[config.mk]
export PLATFORM = sky130hd
export DESIGN_NAME = wpg_top
export DESIGN_NICKNAME = d
export VERILOG_FILES = /design/src/rtl/wpg_pkg.sv /design/src/rtl/wpg_region.sv /design/src/rtl/wpg_reg.sv /design/src/rtl/wpg_out_stage.sv /design/src/rtl/wpg_top.sv
export SDC_FILE = /design/constraint.sdc
export NUM_CORES = 1
export LEC_CHECK = 0
export BUFFER_PORTS_ARGS = -buffer_cell sky130_fd_sc_hd__buf_2
export CAP_MARGIN = 40
export CORE_AREA = 5 5 58 60
export DETAILED_ROUTE_END_ITERATION = 16
export DIE_AREA = 0 0 63 65
export PLACE_DENSITY = 0.71
export SYNTH_ARGS = -nofsm -noshare
export SYNTH_HDL_FRONTEND = slang
export SYNTH_SLANG_ARGS = --single-unit
[constraint.sdc]
create_clock -name clk -period 1.35 [get_ports clk]
set_input_delay 0.135 -clock clk [delete_from_list [all_inputs] [get_ports clk]]
set_output_delay 0.135 -clock clk [all_outputs]
set_load 0.05 [all_outputs]
[src/rtl/wpg_pkg.sv]
package wpg_pkg;
  // bit positions of the protection register image
  localparam int WEL_BIT  = 1;
  localparam int BP_LO    = 3;
  localparam int BP_HI    = 4;
  localparam int LOCK_BIT = 7;

  typedef enum logic [1:0] {
    SHIELD_NONE    = 2'b00,
    SHIELD_QUARTER = 2'b01,
    SHIELD_HALF    = 2'b10,
    SHIELD_ALL     = 2'b11
  } shield_e;

  typedef struct packed {
    logic       lock;
    logic [1:0] shield;
    logic       wel;
  } prot_t;
endpackage

[src/rtl/wpg_region.sv]
module wpg_region #(
  parameter int ADDR_W = 12
) (
  input  logic [ADDR_W-1:0] addr,
  input  logic [1:0]        shield,
  output logic              hit
);
  import wpg_pkg::*;
  localparam int TOP = ADDR_W - 1;

  logic in_quarter;
  logic in_half;

  always_comb begin
    in_quarter = addr[TOP] & addr[TOP-1];
    in_half    = addr[TOP];
    unique case (shield_e'(shield))
      SHIELD_NONE:    hit = 1'b0;
      SHIELD_QUARTER: hit = in_quarter;
      SHIELD_HALF:    hit = in_half;
      SHIELD_ALL:     hit = 1'b1;
      default:        hit = 1'b1;
    endcase
  end
endmodule

[src/rtl/wpg_reg.sv]
module wpg_reg #(
  parameter int         DATA_W    = 8,
  parameter logic [7:0] RESET_VAL = 8'h00
) (
  input  logic              clk,
  input  logic              rst_n,
  input  logic              wr_en,
  input  logic [DATA_W-1:0] wr_data,
  input  logic              wp_pin,
  output wpg_pkg::prot_t    state,
  output logic [DATA_W-1:0] image
);
  import wpg_pkg::*;

  prot_t start_val;
  logic  hw_lock;

  always_comb begin
    start_val.lock   = RESET_VAL[LOCK_BIT];
    start_val.shield = RESET_VAL[BP_HI:BP_LO];
    start_val.wel    = 1'b0;
  end

  assign hw_lock = wp_pin & state.lock;

  always_ff @(posedge clk) begin
    if (!rst_n) begin
      state <= start_val;
    end else if (wr_en) begin
      state.wel <= wr_data[WEL_BIT];
      if (state.wel && !hw_lock) begin
        state.shield <= wr_data[BP_HI:BP_LO];
        state.lock   <= wr_data[LOCK_BIT];
      end
    end
  end

  for (genvar i = 0; i < DATA_W; i++) begin : g_img
    if (i == WEL_BIT) begin : g_wel
      assign image[i] = state.wel;
    end else if (i == BP_LO) begin : g_bp0
      assign image[i] = state.shield[0];
    end else if (i == BP_HI) begin : g_bp1
      assign image[i] = state.shield[1];
    end else if (i == LOCK_BIT) begin : g_lock
      assign image[i] = state.lock;
    end else begin : g_zero
      assign image[i] = 1'b0;
    end
  end

  AST_LATCH_GATES_FIELDS: assert property (@(posedge clk) disable iff (!rst_n)
    (!wr_en || !state.wel) |=> $stable(state.shield) && $stable(state.lock));
  AST_PIN_LOCK_FREEZE: assert property (@(posedge clk) disable iff (!rst_n)
    (wp_pin && state.lock) |=> $stable(state.shield) && $stable(state.lock));
endmodule

[src/rtl/wpg_out_stage.sv]
module wpg_out_stage #(
  parameter int ADDR_W = 12,
  parameter int DATA_W = 8
) (
  input  logic              clk,
  input  logic              rst_n,
  input  logic              take,
  input  logic              permit_d,
  input  logic              is_reg_d,
  input  logic [ADDR_W-1:0] addr_d,
  input  logic [DATA_W-1:0] data_d,
  output logic              slot_free,
  output logic              out_valid,
  input  logic              out_ready,
  output logic              out_permit,
  output logic              out_is_reg,
  output logic [ADDR_W-1:0] out_addr,
  output logic [DATA_W-1:0] out_data
);
  assign slot_free = !out_valid || out_ready;

  always_ff @(posedge clk) begin
    if (!rst_n) begin
      out_valid  <= 1'b0;
      out_permit <= 1'b0;
      out_is_reg <= 1'b0;
      out_addr   <= '0;
      out_data   <= '0;
    end else if (slot_free) begin
      out_valid <= take;
      if (take) begin
        out_permit <= permit_d;
        out_is_reg <= is_reg_d;
        out_addr   <= addr_d;
        out_data   <= data_d;
      end
    end
  end

  AST_HOLD_WHILE_STALLED: assert property (@(posedge clk) disable iff (!rst_n)
    (out_valid && !out_ready) |=> out_valid && $stable(out_addr) && $stable(out_data)
      && $stable(out_permit) && $stable(out_is_reg));
endmodule

[src/rtl/wpg_top.sv]
module wpg_top #(
  parameter int         ADDR_W    = 12,
  parameter int         DATA_W    = 8,
  parameter logic [7:0] RESET_VAL = 8'h00
) (
  input  logic              clk,
  input  logic              rst_n,
  input  logic              in_valid,
  output logic              in_ready,
  input  logic [ADDR_W-1:0] in_addr,
  input  logic [DATA_W-1:0] in_data,
  input  logic              wp_pin,
  output logic              out_valid,
  input  logic              out_ready,
  output logic              out_permit,
  output logic              out_is_reg,
  output logic [ADDR_W-1:0] out_addr,
  output logic [DATA_W-1:0] out_data,
  output logic [DATA_W-1:0] wpr_value
);
  import wpg_pkg::*;

  localparam logic [ADDR_W-1:0] REG_ADDR = {ADDR_W{1'b1}};

  prot_t prot;
  logic  accept;
  logic  is_reg;
  logic  in_shield;
  logic  permit_d;

  assign accept   = in_valid && in_ready;
  assign is_reg   = (in_addr == REG_ADDR);
  assign permit_d = !is_reg && prot.wel && !in_shield;

  wpg_region #(.ADDR_W(ADDR_W)) u_region (
    .addr   (in_addr),
    .shield (prot.shield),
    .hit    (in_shield)
  );

  wpg_reg #(.DATA_W(DATA_W), .RESET_VAL(RESET_VAL)) u_reg (
    .clk     (clk),
    .rst_n   (rst_n),
    .wr_en   (accept && is_reg),
    .wr_data (in_data),
    .wp_pin  (wp_pin),
    .state   (prot),
    .image   (wpr_value)
  );

  wpg_out_stage #(.ADDR_W(ADDR_W), .DATA_W(DATA_W)) u_out (
    .clk        (clk),
    .rst_n      (rst_n),
    .take       (accept),
    .permit_d   (permit_d),
    .is_reg_d   (is_reg),
    .addr_d     (in_addr),
    .data_d     (in_data),
    .slot_free  (in_ready),
    .out_valid  (out_valid),
    .out_ready  (out_ready),
    .out_permit (out_permit),
    .out_is_reg (out_is_reg),
    .out_addr   (out_addr),
    .out_data   (out_data)
  );

  AST_REG_ACCESS_NO_PERMIT: assert property (@(posedge clk) disable iff (!rst_n)
    (accept && is_reg) |=> out_valid && out_is_reg && !out_permit);
  AST_NO_LATCH_NO_WRITE: assert property (@(posedge clk) disable iff (!rst_n)
    (accept && !wpr_value[WEL_BIT]) |=> !out_permit);
  AST_FULL_SHIELD_DENY: assert property (@(posedge clk) disable iff (!rst_n)
    (accept && wpr_value[BP_HI:BP_LO] == 2'b11) |=> !out_permit);
endmodule

After elaboration in Yosys (flattened, before gate mapping)
Index checks and enable logic that the tools add are counted.

Output and inout bits: 32. Word-level logic and storage cells: 28. Bits in registers: 27. Bits of input ports: 25.

Muxes and demuxes: 1. Reduce and logical (&&, ||, !) cells: 13. Eq/ne operators: 4. Bitwise gates (word level): 2.

Operators by type and width (number): == test 12 bit, second input constant (1); logical AND 1 bit (5); == test 2 bit, second input constant (2); zero test 1 bit (4); one-hot mux 1 bit (4 select lines) (1); AND reduction 2 bit (2); bitwise AND 1 bit (2); == test 2 x 1 -> 1 bit, second input constant (1); zero test 2 bit (1); logical OR 1 bit (1).

Depth between registers and ports, before layout
Depth after elaboration: 5. Mapped depth: 5. Gate-level depth less buffers: 4.

By module
Synthesis repeated with hierarchy kept, for this count alone.

Cells, all modules: 139. Area, all modules: 1243.7 µm².

By module, submodules not included: wpg_out_stage (cells each 101, seq. area each 460.4 µm², times used 1, area an instance 952.2 µm²); wpg_reg (cells each 26, seq. area each 80.1 µm², times used 1, area an instance 226.5 µm²); wpg_top (cells each 9, seq. area each 0.0 µm², times used 1, area an instance 51.3 µm²); wpg_region (cells each 3, seq. area each 0.0 µm², times used 1, area an instance 13.8 µm²).

Worst setup path before layout
No wires, ideal clock.

Path type: reg2reg. Start point: register u_out.out_valid. End point: register u_reg.image[3] (netlist name). Cell stages (with the launch flop): 6. Setup time: 0.118 ns. Arrival: 1.516 ns. Buffers on the path: 1. Required time: 1.232 ns. Slack: -0.284 ns. Period minus slack after synthesis: 1.634 ns. Path through: dfxtp_1 -> nand2b_4 -> and2_4 -> and4_1 -> buf_6 -> mux2i_1.

Longest elaborated chain between the ends: 5.

Ends and longest elaborated chain: from (decl) (line wpg_out_stage.sv:13) `output logic out_valid,`; from (signal assigned) (line wpg_out_stage.sv:30) `out_valid <= take;`; zero test 1 bit (line wpg_out_stage.sv:20) `assign slot_free = !out_valid || out_ready;`; logical OR 1 bit (line wpg_out_stage.sv:20); via in_ready (line wpg_top.sv:9) `output logic in_ready,`; logical AND 1 bit (line wpg_top.sv:31) `assign accept = in_valid && in_ready;`; logical AND 1 bit (line wpg_top.sv:44) `.wr_en (accept && is_reg),`; AND reduction 2 bit (no source line).

The timed path passes the listed nets, and every way through them passes these cells. A chain may end at the register's enable or synchronous reset.

Worst setup path in the final report
Start point: register u_out.out_valid. End point: register u_reg.image[3] (netlist name).

Longest elaborated chain between the ends: 5.

Ends and longest elaborated chain (line): zero test 1 bit (wpg_out_stage.sv:20); logical OR 1 bit (wpg_out_stage.sv:20); logical AND 1 bit (wpg_top.sv:31); logical AND 1 bit (wpg_top.sv:44); AND reduction 2 bit (no source line).

No other way between the ends.

==> results.sh <==
export IMPL_run_status="completed"
export IMPL_syn_avg_cell_area_um2=8.474
export IMPL_grt_pass1_wl_um=4305
export IMPL_layout_setup_ws_ns=0.1157
export IMPL_max_vdd_ir_drop_uv=673.7
export IMPL_async_flop_share=0
export IMPL_setup_violations=0
export IMPL_drive_gt1_frac=0.3462
export IMPL_antenna_found_initial=0
export IMPL_cts_max_level=1
export IMPL_p_clk_frac=0.220
export IMPL_finish_utilization=0.4909
export IMPL_leakagePower_nw=0.6744
export IMPL_period_share=0.9143
export IMPL_coreArea_mm2=0.002878
export IMPL_path_cells="nand2b_4 > and2_4 > and4_1 > mux2i_1"
export IMPL_die_x_um=63
export IMPL_fp_row_count=20
export IMPL_drt_wl_total_um=2621
export IMPL_cp_max_fo=11
export IMPL_syn_instance_count=132
export IMPL_placed_cell_area_mm2=0.001385
export IMPL_ys_seq_elements=27
export IMPL_ant_nets=0
export IMPL_firstDrtPassIters=4
export IMPL_wl_per_cell_um=12.19
export IMPL_required_ns=1.61
export IMPL_start_util=0.3887
export IMPL_synthTopCellsByArea="dfxtp_1 48%, nand2_1 18%, a21boi_0 15%, mux2i_1 3.6%, buf_4 2.7%"
export IMPL_grt_pass1_vias=984
export IMPL_dp_worst_setup_slack_ns=0.1080
export IMPL_hpwl_um=2128
export IMPL_cts_sinks=27
export IMPL_yosys_warnings=0
export IMPL_cp_slowest_stage_delay_ns=0.38
export IMPL_cp_arrival_ns=1.49
export IMPL_power_frac_comb=0.224
export IMPL_largest_reg_flops=12
export IMPL_cap_violations=0
export IMPL_fmax_mhz=810.2
export IMPL_grt_usage=0.1271
export IMPL_rsz0062_at_grt="no"
export IMPL_p_sw_frac=0.3226
export IMPL_powerDensity_mw_per_mm2=1082
export IMPL_grt_remaining_overflow=0
export IMPL_hold_class="in -> reg"
export IMPL_final_nets=208
export IMPL_io_pins=57
export IMPL_cts_made_buffers=3
export IMPL_drv_slew=0
export IMPL_grt_max_degree=32
export IMPL_holdBufCountCts=0
export IMPL_p_seq_frac=0.556
export IMPL_cts_resized=0
export IMPL_top_register="u_out.out_addr"
export IMPL_drc_errors=0
export IMPL_cts_setup_buffers=0
export IMPL_syn_area_mm2=0.001119
export IMPL_yosys_top_cells_count="53 x nand2_1, 27 x dfxtp_1, 23 x a21boi_0"
export IMPL_cts_tree="built"
export IMPL_clock_latency_ns=0.32
export IMPL_cp_start_kind="flip-flop"
export IMPL_grt_use_met1=0.1638
export IMPL_busiest_layer="met2"
export IMPL_cp_end_kind="flip-flop"
export IMPL_drtIter0Drc=27
export IMPL_synth_top_area_frac=0.4832
export IMPL_place_gp_congestion=0.7296
export IMPL_fp_dieH_um=65
export IMPL_met2_usage=0.2179
export IMPL_viasPerCell=4.740
export IMPL_gr_usage_met3=0.02253
export IMPL_p_switching_uw=493.1
export IMPL_intPower_mw=1.036
export IMPL_antenna_cells=0
export IMPL_root_buffer="clkbuf_4"
export IMPL_hold_violations=0
export IMPL_fillers=304
export IMPL_critical_path_class="reg -> reg"
export IMPL_cts_path_max_buffers=2
export IMPL_routed_via_count=1019
export IMPL_syn_to_final_growth_pct=26.29
export IMPL_finish_instance_area_mm2=0.001413
export IMPL_ys_seq_area_frac=0.4832
export IMPL_synth_area_leader_cell="dfxtp_1"
export IMPL_synthDistinctLibCells=18
export IMPL_synthFlopType="dfxtp_1"
export IMPL_io_buffers=52
export IMPL_setup_tns_ns=0
export IMPL_finClkSkew_ns=0.004738
export IMPL_min_period_ns=1.234
export IMPL_slowest_stage="dfxtp_4"
export IMPL_die_area_mm2=0.004095
export IMPL_synth_most_common_cell="nand2_1"
export IMPL_synth_enable_flop_cells=0
export IMPL_path_clk_slew_ns=0.14
-- layout by cell type (no fill, tap or decap) --
cell type / n
nand2_1: 53
buf_2: 52
dfxtp_1: 26
a21boi_0: 23
mux2i_1: 4
conb_1: 4
nand4_1: 3
clkbuf_4: 3
buf_4: 3
inv_1: 2
nand2b_4: 1
nor3_2: 1
and2_4: 1
and4_1: 1
a21oi_1: 1
o2111ai_1: 1
a211o_1: 1
clkinv_2: 1
dfxtp_4: 1
-- worst max-delay path, delay by kind of cell (launching register included) --
| kind | cells | cell delay, ns |
|---|---|---|
| simple gates | 3 | 0.58 |
| flops | 1 | 0.38 |
| mux | 1 | 0.21 |
-- per-layer routing --
metal,share of wire,up-vias
met4,0,0
met3,0.066,0
li1,-,523
met5,0,-
met2,0.49,33
met1,0.45,463
-- cells by family after synthesis --
group	Yosys count	share of synthesized area
mux	4	0.03580
buf+inv	14	0.07159
flops	27	0.4832
simple gates	60	0.2315
compound gates	26	0.1745
other cells	1	0.003352
-- stage by stage --
| step | hold slack (ns) | total power [mW] | instances |
|---|---|---|---|
| final | 0.04430 | 1.529 | 215 |
| after global routing | 0.03262 | 1.613 | 215 |
| after CTS | 0.03001 | 1.558 | 215 |
| after detailed placement | 0.3954 | 1.213 | 211 |
| after global placement | 0.3898 | 1.205 | 211 |
| after floorplan | 0.2629 | 1.118 | 135 |
-- power groups by stage --
stage / clock, mW / combinational [mW] / sequential [mW]
5_1_grt: 0.389 / 0.367 / 0.856
3_5_place_dp: 0 / 0.344 / 0.869
3_3_place_gp: 0 / 0.338 / 0.866
2_1_floorplan: 0 / 0.122 / 0.996
6_report: 0.337 / 0.342 / 0.850
4_1_cts: 0.362 / 0.345 / 0.851
-- final timing paths --
path / startpoint / end / slack, ns / depth (start not counted)
max: u_out.out_valid / u_reg.image[3] / 0.12 / 4
min: in_data[6] / u_out.out_data[6] / 0.04 / 3
max reg2reg: u_out.out_valid / u_reg.image[3] / 0.12 / 4
min reg2reg: u_out.out_addr[8] / u_out.out_addr[8] / 0.47 / 2
-- final cells by class --
type / instances / area, µm² / share of cell area
Sequential cell: 27 / 544.3 / 0.3853
Timing Repair Buffer: 55 / 282.8 / 0.2002
Inverter: 2 / 7.507 / 0.005314
Clock inverter: 1 / 5.005 / 0.003543
Clock buffer: 3 / 22.52 / 0.01594
Multi-Input combinational cell: 94 / 509.2 / 0.3605
Tap cell: 33 / 41.29 / 0.02923
Note: power is estimated with default switching activity, not from simulation.
